[src/rtl/ifdm_pkg.sv]
package ifdm_pkg;

   localparam logic [7:0] OFS_CTRL   = 8'h00;
   localparam logic [7:0] OFS_ARM    = 8'h10;
   localparam logic [7:0] OFS_KICK   = 8'h20;
   localparam logic [7:0] OFS_STAT   = 8'h30;
   localparam logic [7:0] OFS_COUNT  = 8'h40;
   localparam logic [7:0] OFS_PERIOD = 8'h60;
   localparam logic [7:0] OFS_WIN    = 8'h70;

   localparam int EN_BIT      = 15;
   localparam int ST_OPEN     = 0;
   localparam int ST_EVENT    = 5;
   localparam int ST_BADKICK  = 6;
   localparam int ST_BADARM   = 7;

   localparam logic [7:0] ARM_KEY  = 8'h40;
   localparam logic [7:0] KICK_KEY = 8'h08;

   typedef enum logic [2:0] {
      SEL_NONE,
      SEL_CTRL,
      SEL_ARM,
      SEL_KICK,
      SEL_STAT,
      SEL_COUNT,
      SEL_PERIOD,
      SEL_WIN
   } reg_sel_e;

   typedef struct packed {
      logic bad_arm;
      logic bad_kick;
      logic event_hit;
      logic open;
   } status_t;

endpackage

[src/rtl/ifdm_regif.sv]
module ifdm_regif
   import ifdm_pkg::*;
#(
   parameter int ADDR_W   = 8,
   parameter int DATA_W   = 32,
   parameter int READ_LAT = 1
) (
   input  logic              clk,
   input  logic              rst,
   input  logic [ADDR_W-1:0] addr,
   input  logic [DATA_W-1:0] wdata,
   input  logic              wr,
   input  logic              rd,
   input  status_t           st,
   input  logic [DATA_W-1:0] count,
   output logic              enable,
   output logic [DATA_W-1:0] period,
   output logic [DATA_W-1:0] window,
   output logic              arm_wr,
   output logic              kick_wr,
   output logic              acc_ok,
   output logic [DATA_W-1:0] rdata
);

   localparam int PAD_W = ADDR_W - 8;

   logic        guard_q;
   reg_sel_e    sel;
   logic        wr_ok;
   logic        rd_ok;
   logic [DATA_W-1:0] rd_val;
   logic [DATA_W-1:0] stat_vec;
   logic [DATA_W-1:0] ctrl_vec;

   // the first cycle after reset release is a dead cycle for the bus
   always_ff @(posedge clk) begin
      if (rst) guard_q <= 1'b1;
      else     guard_q <= 1'b0;
   end

   assign acc_ok = !guard_q;
   assign wr_ok  = acc_ok && wr;
   assign rd_ok  = acc_ok && rd;

   function automatic logic hit(input logic [ADDR_W-1:0] a, input logic [7:0] ofs);
      return a == {{PAD_W{1'b0}}, ofs};
   endfunction

   always_comb begin
      sel = SEL_NONE;
      if      (hit(addr, OFS_CTRL))   sel = SEL_CTRL;
      else if (hit(addr, OFS_ARM))    sel = SEL_ARM;
      else if (hit(addr, OFS_KICK))   sel = SEL_KICK;
      else if (hit(addr, OFS_STAT))   sel = SEL_STAT;
      else if (hit(addr, OFS_COUNT))  sel = SEL_COUNT;
      else if (hit(addr, OFS_PERIOD)) sel = SEL_PERIOD;
      else if (hit(addr, OFS_WIN))    sel = SEL_WIN;
   end

   always_ff @(posedge clk) begin
      if (rst) begin
         enable <= 1'b0;
         period <= '0;
         window <= '0;
      end else if (wr_ok) begin
         if (sel == SEL_CTRL && wdata[EN_BIT]) enable <= 1'b1;
         if (sel == SEL_PERIOD) period <= wdata;
         if (sel == SEL_WIN)    window <= wdata;
      end
   end

   // key writes only reach the sequencer while the timer runs
   assign arm_wr  = wr_ok && enable && (sel == SEL_ARM);
   assign kick_wr = wr_ok && enable && (sel == SEL_KICK);

   always_comb begin
      stat_vec = '0;
      stat_vec[ST_OPEN]    = st.open;
      stat_vec[ST_EVENT]   = st.event_hit;
      stat_vec[ST_BADKICK] = st.bad_kick;
      stat_vec[ST_BADARM]  = st.bad_arm;
      ctrl_vec = '0;
      ctrl_vec[EN_BIT] = enable;
   end

   always_comb begin
      unique case (sel)
         SEL_CTRL:   rd_val = ctrl_vec;
         SEL_STAT:   rd_val = stat_vec;
         SEL_COUNT:  rd_val = count;
         SEL_PERIOD: rd_val = period;
         SEL_WIN:    rd_val = window;
         default:    rd_val = '0;
      endcase
   end

   generate
      if (READ_LAT == 1) begin : g_rd_reg
         logic [DATA_W-1:0] rdata_q;
         always_ff @(posedge clk) begin
            if (rst)        rdata_q <= '0;
            else if (rd_ok) rdata_q <= rd_val;
            else            rdata_q <= '0;
         end
         assign rdata = rdata_q;
      end else begin : g_rd_comb
         assign rdata = rd_ok ? rd_val : '0;
      end
   endgenerate

endmodule

[src/rtl/ifdm_keyseq.sv]
module ifdm_keyseq
   import ifdm_pkg::*;
(
   input  logic       clk,
   input  logic       rst,
   input  logic       arm_wr,
   input  logic       kick_wr,
   input  logic [7:0] arm_val,
   input  logic [7:0] kick_val,
   input  logic       win_open,
   output logic       bad_arm,
   output logic       bad_kick,
   output logic       kick_ok,
   output logic       bad_now
);

   logic armed;
   logic arm_good;

   assign arm_good = arm_wr && (arm_val == ARM_KEY);
   assign kick_ok  = kick_wr && armed && win_open && (kick_val == KICK_KEY);
   assign bad_now  = (arm_wr && !arm_good) || (kick_wr && !kick_ok);

   always_ff @(posedge clk) begin
      if (rst) begin
         armed    <= 1'b0;
         bad_arm  <= 1'b0;
         bad_kick <= 1'b0;
      end else begin
         if (arm_wr)                armed    <= arm_good;
         else if (kick_wr)          armed    <= 1'b0;
         if (arm_wr && !arm_good)   bad_arm  <= 1'b1;
         if (kick_wr && !kick_ok)   bad_kick <= 1'b1;
      end
   end

endmodule

[src/rtl/ifdm_counter.sv]
module ifdm_counter #(
   parameter int DATA_W = 32
) (
   input  logic              clk,
   input  logic              rst,
   input  logic              enable,
   input  logic              ifetch,
   input  logic              sleep,
   input  logic [DATA_W-1:0] period,
   input  logic [DATA_W-1:0] window,
   input  logic              kick_ok,
   input  logic              bad_now,
   output logic [DATA_W-1:0] count,
   output logic              event_hit,
   output logic              win_open
);

   logic              step;
   logic [DATA_W-1:0] cnt_inc;

   assign step    = enable && ifetch && !sleep && !event_hit;
   assign cnt_inc = count + {{(DATA_W-1){1'b0}}, 1'b1};

   always_ff @(posedge clk) begin
      if (rst) begin
         count     <= '0;
         event_hit <= 1'b0;
      end else begin
         if (kick_ok) begin
            count <= '0;
         end else if (step) begin
            count <= cnt_inc;
            if (cnt_inc == period) event_hit <= 1'b1;
         end
         if (bad_now) event_hit <= 1'b1;
      end
   end

   assign win_open = enable && !event_hit && (count >= window);

endmodule

[src/rtl/ifdm_deadman.sv]
module ifdm_deadman
   import ifdm_pkg::*;
#(
   parameter int ADDR_W   = 8,
   parameter int DATA_W   = 32,
   parameter int READ_LAT = 1
) (
   input  logic              clk,
   input  logic              rst,
   input  logic [ADDR_W-1:0] bus_addr,
   input  logic [DATA_W-1:0] bus_wdata,
   input  logic              bus_wr,
   input  logic              bus_rd,
   output logic [DATA_W-1:0] bus_rdata,
   input  logic              ifetch,
   input  logic              sleep,
   output logic              rst_req
);

   generate
      if (ADDR_W < 8) begin : g_bad_addr
         $error("ifdm_deadman: ADDR_W must be at least 8");
      end
      if (DATA_W < 16 || DATA_W > 32) begin : g_bad_data
         $error("ifdm_deadman: DATA_W must lie in 16..32");
      end
      if (READ_LAT != 0 && READ_LAT != 1) begin : g_bad_lat
         $error("ifdm_deadman: READ_LAT must be 0 or 1");
      end
   endgenerate

   logic              enable;
   logic [DATA_W-1:0] period;
   logic [DATA_W-1:0] window;
   logic [DATA_W-1:0] count;
   logic              arm_wr;
   logic              kick_wr;
   logic              acc_ok;
   logic              kick_ok;
   logic              bad_now;
   logic              bad_arm;
   logic              bad_kick;
   logic              event_hit;
   logic              win_open;
   status_t           st;

   assign st.bad_arm   = bad_arm;
   assign st.bad_kick  = bad_kick;
   assign st.event_hit = event_hit;
   assign st.open      = win_open;

   ifdm_regif #(
      .ADDR_W   (ADDR_W),
      .DATA_W   (DATA_W),
      .READ_LAT (READ_LAT)
   ) u_reg (
      .clk     (clk),
      .rst     (rst),
      .addr    (bus_addr),
      .wdata   (bus_wdata),
      .wr      (bus_wr),
      .rd      (bus_rd),
      .st      (st),
      .count   (count),
      .enable  (enable),
      .period  (period),
      .window  (window),
      .arm_wr  (arm_wr),
      .kick_wr (kick_wr),
      .acc_ok  (acc_ok),
      .rdata   (bus_rdata)
   );

   ifdm_keyseq u_key (
      .clk      (clk),
      .rst      (rst),
      .arm_wr   (arm_wr),
      .kick_wr  (kick_wr),
      .arm_val  (bus_wdata[15:8]),
      .kick_val (bus_wdata[7:0]),
      .win_open (win_open),
      .bad_arm  (bad_arm),
      .bad_kick (bad_kick),
      .kick_ok  (kick_ok),
      .bad_now  (bad_now)
   );

   ifdm_counter #(
      .DATA_W (DATA_W)
   ) u_cnt (
      .clk       (clk),
      .rst       (rst),
      .enable    (enable),
      .ifetch    (ifetch),
      .sleep     (sleep),
      .period    (period),
      .window    (window),
      .kick_ok   (kick_ok),
      .bad_now   (bad_now),
      .count     (count),
      .event_hit (event_hit),
      .win_open  (win_open)
   );

   assign rst_req = event_hit;

endmodule

[config.mk]
export PLATFORM = sky130hd
export DESIGN_NAME = ifdm_deadman
export DESIGN_NICKNAME = d
export VERILOG_FILES = /design/src/rtl/ifdm_pkg.sv /design/src/rtl/ifdm_regif.sv /design/src/rtl/ifdm_keyseq.sv /design/src/rtl/ifdm_counter.sv /design/src/rtl/ifdm_deadman.sv
export SDC_FILE = /design/constraint.sdc
export NUM_CORES = 1
export LEC_CHECK = 0
export BUFFER_PORTS_ARGS = -buffer_cell sky130_fd_sc_hd__buf_2
export CAP_MARGIN = 0
export CORE_UTILIZATION = 39
export CTS_CLUSTER_SIZE = 28
export DETAILED_ROUTE_END_ITERATION = 8
export PLACE_DENSITY_LB_ADDON = 0.2
export SLEW_MARGIN = 20
export SYNTH_ARGS = -nofsm -noshare
export SYNTH_HDL_FRONTEND = slang
export SYNTH_SLANG_ARGS = --single-unit
[constraint.sdc]
create_clock -name clk -period 4.7 [get_ports clk]
set_input_delay 0.705 -clock clk [delete_from_list [all_inputs] [get_ports clk]]
set_output_delay 0.705 -clock clk [all_outputs]
set_load 0.01 [all_outputs]
==> results of run 1 <==
-- power breakdown --
part / internal, mW / switching [mW] / total [mW] / leakage (nW)
clock network: 0.782 / 0.553 / 1.33 / 0.272
logic: 0.0203 / 0.0409 / 0.0613 / 1.62
registers: 1.14 / 0.000650 / 1.14 / 1.08
-- worst paths after layout --
| kind | cells past startpoint | start | slack (ns) | endpoint |
|---|---|---|---|---|
| max | 10 | u_cnt.count[0]$_SDFFE_PP0P_ | 1.32 | u_cnt.count[0]$_SDFFE_PP0P_ |
| min | 2 | u_reg.window[7]$_SDFFE_PP0P_ | 0.47 | u_reg.window[7]$_SDFFE_PP0P_ |
| max reg2reg | 10 | u_cnt.count[0]$_SDFFE_PP0P_ | 1.32 | u_cnt.count[0]$_SDFFE_PP0P_ |
| min reg2reg | 2 | u_reg.window[7]$_SDFFE_PP0P_ | 0.47 | u_reg.window[7]$_SDFFE_PP0P_ |
-- routing by layer --
layer / vias to the layer above / track usage [%]
li1: 3256 / -
met1: 3060 / 32.4
met2: 195 / 36.4
met3: 21 / 4.50
met4: 0 / 7.43
met5: - / 0
-- stage by stage --
stage / utilization (%) / power [mW] / area, sq um
after CTS: 45.8 / 2.55 / 8250
after detailed placement: 42.6 / 1.22 / 7670
after floorplan: - / 1.19 / 7200
final: 45.8 / 2.53 / 8250
after global placement: 42.6 / 1.22 / 7670
after global routing: 45.8 / 2.60 / 8250
-- cells in the mapped netlist, types with 7 or more instances --
cell type and instances:
and3_1 11, nor2_1 71, dfxtp_1 134, nand4_1 22
buf_2 15, a22oi_1 25, a222oi_1 8, o21ai_0 11
a21oi_1 107, xnor2_1 48, nor4_1 13, a31oi_1 7
xor2_1 32, a21o_1 8, nor3_1 19, clkbuf_1 38
ha_1 33, inv_1 40, nand3_1 18, nand2_1 189
-- worst max-delay path: cells and delay by family, from the launching register on --
| family | cells | cell delay, ns |
|---|---|---|
| AND/OR/NAND/NOR | 2 | 0.33 |
| adder cells (fa/ha/maj) | 1 | 0.29 |
| flip-flops | 1 | 0.51 |
| AO/OA/AOI/OAI | 5 | 1.73 |
| buffers and inverters | 2 | 0.42 |
-- sequential cells by signal (all words and copies together), names as in the netlist --
register / count
u_cnt.event_hit: 1
u_reg.period: 32
u_key.bad_arm: 1
u_key.armed: 1
u_reg.enable: 1
u_reg.rdata: 32
u_reg.guard_q: 1
u_reg.window: 32
u_key.bad_kick: 1
u_cnt.count: 32
-- layout by cell type, fill, tap and decap left out, types with 4 or more instances in the layout --
master,Yosys,layout
or4_1,5,5
clkbuf_16,0,17
a222oi_1,8,8
buf_4,2,11
xnor2_1,48,48
and4_1,5,5
and2_1,4,4
nor3_1,19,19
nand2_1,189,189
nor2_1,71,69
dfxtp_1,134,134
a21oi_1,107,107
a22oi_1,25,25
nor4_1,13,13
buf_2,15,78
clkinvlp_4,0,5
nand3_1,18,18
a21o_1,8,8
inv_1,40,40
a31oi_1,7,7
xor2_1,32,32
and3_1,11,11
nand2b_1,5,5
o21ai_0,11,11
or3_1,4,4
nand4_1,22,22
ha_1,33,33
-- area by class of cell --
cell class,instances,area (sq um)
fill,1866,9770
multi-input combinational,685,4080
sequential,134,2680
timing repair buffer,89,473
clock buffer,17,425
tap,229,287
clock inverter,15,156
inverter,40,150
-- cells by family after synthesis --
logic type                 count (synthesis)  synth area share [%]
buffers and inverters                    105                  6.38
muxes                                      3                 0.434
adders and majority gates                 33                  5.73
xor gates and xnor gates                  80                  9.73
AOI/OAI and AO/OA                        180                  15.0
DFF                                      134                  37.2
and+or+nand+nor                          389                  25.5
==> results.toml, run 1 <==
[cells_and_area]
syn_to_final_growth_pct = 14.6
drive_gt1_share_pct = 14.0
fin_cells = 1209
fin_nets = 1046
antennaDiodeCount = 0

[grt]
grt_overflow = 0
grt_pass1_vias = 6070
grt_util_all_layers_pct = 23.4
grt_max_degree = 43
antenna_found_initial = 0
grt_pass1_wl_mm = 33.4

[die]
initial_utilization_pct = 40.0
coreArea_sq_um = 18000
io-pin-count = 79
fp.dieW_um = 138
rows = 49
die_area_sq_um = 19000
die_y_um = 138

[clock_network]
cts_resized = 0
cts_tree = "built"
clkTransAtPathRegs_ns = 0.07
h-tree-depth = 4
clock_path_buffers = 2
cts_sinks = 134
cts_made_buffers = 17
ctsHoldBuffers = 0
clk_latency_ns = 0.43
clock-root-buffer = "clkbuf_16"
cts_setup_buffers = 0

[routing]
wl_met1_mm = 10.3
viasPerCell = 5.40
highest_layer = "met4"
wl_met3_mm = 1.25
drtIter0Drc = 429
drt-total-wl_mm = 21.4
vias = 6532
ant_nets = 0
avgRoutedWirePerCell_um = 17.7
wl_met2_mm = 9.52
drc_errors = 0
first_pass_iters = 5

[logic_synthesis]
synth_cell_types = 57
ys_ff_latch = 134
syn_inst = 924
syn_avg_cell_area_sq_um = 7.79
yosysWarnings = 0
ys.flop_type = "dfxtp_1"
syn_nets = 1003
synthesis.area_sq_um = 7200
yosysTopAreaCell = "dfxtp_1"
ys_top_cells_by_area = "dfxtp_1 37%, nand2_1 9.9%, a21oi_1 7.4%, xnor2_1 5.8%, ha_1 5.7%"
async_reset_ff_share_pct = 0
synth_edf_count = 0
synth_top_area_share_pct = 37.2
ys_seq_area_share_pct = 37.2

[sta]
finalClockSkew_ns = 0.00993
tns_ns = 0
fmax_ghz = 0.296
fin_ws_ns = 1.32
finalCritPeriodShare_pct = 71.9
hold_violations = 0
rsz0062_at_grt = "no"
report.final.slew_viol_count = 0
whs_ns = 0.473
max_slew_margin_pct = 43.3
period_needed_ns = 3.38
setup_viol = 0
max_slew.worst_pin.slew_ns = 0.850

[setup_path]
critPathLaunchType = "flip-flop"
critPathMaxStageDelay_ns = 0.67
crit_arrival_ns = 3.73
crit_slowest_cell = "a211oi_1"
critPathRequiredTime_ns = 5.05
cp-end-kind = "flip-flop"
worstPathCellList = "inv_1 -> ha_1 -> nand2b_1 -> a211oi_1 -> o21bai_1 -> a221o_1 -> a211oi_1 -> o31ai_4 -> buf_4 -> nor3_1"
cp_max_fo = 22
crit_type = "flip-flop to flip-flop"
crit_top_cell = "a211oi_1"

[placed_design]
dp_cells = 1177
gp_congestion = 0.874
hpwl_mm = 14.8
port_buffers = 78
place_ws_ns = 1.33

[power_and_ir_drop]
vdd_drop_max_mv = 0.262
p_per_area_nw_per_um2 = 307
leakage_nw = 2.97

[min_path]
hold_class = "flip-flop to flip-flop"

[status]
run_status = "completed"

[flow_run]
maxCapViolCount = 0
No activity file was read; power rests on OpenSTA's default activity.
==> run 2, diff against run 1 <==
Clock period 4.7 ns to 3.28 ns, I/O delays scaled along.
==> run 2 against run 1 <==
Critical path depth is 1 lower. Cell area is 1.7% higher. Total power is 43% higher. Sequential share of layout area is 0.53 points lower. Clock power is 42% higher. Die area stayed put. Setup slack worse by 0.99 ns. Wire length is 0.50% higher. Clock skew is 0.0025 ns lower. Non-clock buffer count is 18 higher. Fmax is 15% higher. Sequential power is 43% higher.
==> results.toml, run 2 (synthesis gave the netlist of run 1 again) <==
[status]
run_status = "completed"

[flow_run]
maxCapViolCount = 0

[placed_design]
hpwl_mm = 15.2
port_buffers = 78
gp_congestion = 0.892

[routing]
vias = 6681
avgRoutedWirePerCell_um = 17.5
wl_met2_mm = 9.32
wl_met1_mm = 10.2
wl_met3_mm = 1.38
highest_layer = "met5"
drc_errors = 0
drt-total-wl_mm = 21.5
viasPerCell = 5.44
drtIter0Drc = 508
ant_nets = 0
first_pass_iters = 6

[clock_network]
ctsHoldBuffers = 0
cts_resized = 0
clock-root-buffer = "clkbuf_16"
cts_made_buffers = 17
clkTransAtPathRegs_ns = 0.06
h-tree-depth = 4
clk_latency_ns = 0.43
cts_tree = "built"
clock_path_buffers = 2
cts_setup_buffers = 0
cts_sinks = 134

[die]
coreArea_sq_um = 18000
io-pin-count = 79
initial_utilization_pct = 40.0
rows = 49
fp.dieW_um = 138
die_y_um = 138
die_area_sq_um = 19000

[setup_path]
critPathLaunchType = "flip-flop"
crit_arrival_ns = 3.25
critPathRequiredTime_ns = 3.59
crit_type = "flip-flop to flip-flop"
cp_max_fo = 23
cp-end-kind = "flip-flop"

[sta]
report.final.slew_viol_count = 0
hold_violations = 0
rsz0062_at_grt = "no"
tns_ns = 0
period_needed_ns = 2.95
max_slew_margin_pct = 46.4
setup_viol = 0
fmax_ghz = 0.340
max_slew.worst_pin.slew_ns = 0.804
finalCritPeriodShare_pct = 89.8
finalClockSkew_ns = 0.00744

[cells_and_area]
antennaDiodeCount = 0
layout_commonest_cell = "nand2_1"
num-fill-cells = 1890
fin_nets = 1064
syn_to_final_growth_pct = 16.5
drive_gt1_share_pct = 15.4
final_cell_mix = "189 x nand2_1, 134 x dfxtp_1, 107 x a21oi_1, 78 x buf_2, 69 x nor2_1"

[power_and_ir_drop]
vdd_drop_max_mv = 0.356
p_switching_uw = 800
comb_power_share_pct = 2.5
clock_power_share_pct = 52.4
leakage_nw = 3.08
pwr-share-seq_pct = 45.1
internal-power_mw = 2.81
swShare_pct = 22.1
power_mw = 3.61
p_per_area_nw_per_um2 = 431

[grt]
grt_pass1_vias = 6284
grt_overflow = 0
grt_util_all_layers_pct = 24.1
grt_max_degree = 55
grt_pass1_wl_mm = 34.5
antenna_found_initial = 1

[min_path]
hold_class = "input pin to flip-flop"
[run 2: cell types whose count changed in the layout (fill, tap and decap cells not counted), sizes merged]
cell      before  now
clkinv         6    5
clkinvlp       5    4
buf           89  107
inv           42   41
clkbuf        17   20
[run 2: final timing paths]
path	start	endpoint	slack, ns	cells after the start
min	bus_wdata[31]	u_reg.period[31]$_SDFFE_PP0P_	0.31	3
max	u_cnt.count[28]$_SDFFE_PP0P_	u_cnt.count[14]$_SDFFE_PP0P_	0.33	9
min reg2reg	u_reg.window[31]$_SDFFE_PP0P_	u_reg.window[31]$_SDFFE_PP0P_	0.47	2
max reg2reg	u_cnt.count[28]$_SDFFE_PP0P_	u_cnt.count[14]$_SDFFE_PP0P_	0.33	9
[run 2: through the flow]
step	std cells	util (%)	setup WS (ns)	instance area, sq um	hold slack, ns
2_1_floorplan	924	-	0.830	7200	0.426
3_3_place_gp	1195	43.3	0.464	7810	0.454
3_5_place_dp	1195	43.3	0.477	7810	0.459
4_1_cts	1227	46.6	0.430	8390	0.300
5_1_grt	1227	46.6	0.168	8390	0.305
6_report	1227	46.6	0.335	8390	0.307
[run 2: final cells by class]
cell class	count	area [sq um]	share of cell area [%]
clock buffer	20	457	5.44
clock inverter	12	128	1.52
inverter	40	150	1.79
multi-input combinational	685	4080	48.6
sequential	134	2680	32.0
tap	229	287	3.41
timing repair buffer	107	608	7.25
[run 2: power groups by stage]
stage	Sequential, mW	Combinational, mW	Clock, mW
5_1_grt	1.63	0.0960	2.00
3_3_place_gp	1.67	0.0886	0
2_1_floorplan	1.67	0.0341	0
6_report	1.63	0.0895	1.89
4_1_cts	1.63	0.0890	1.93
3_5_place_dp	1.67	0.0886	0
[run 2: worst max-delay path, stage by stage, from the launching register on]
cell	delay (ns)
dfxtp_1	0.41
ha_1	0.34
nand4_1	0.19
nor4_1	0.59
nand2_1	0.19
o211ai_1	0.21
a211oi_1	0.14
o31ai_4	0.31
buf_4	0.34
nor2_1	0.09
[run 2: layer usage]
metal | up-vias | track usage [%]
met5 | - | 0
met4 | 2 | 9.96
met3 | 36 | 6.03
met2 | 211 | 36.1
met1 | 3145 | 32.9
li1 | 3287 | -
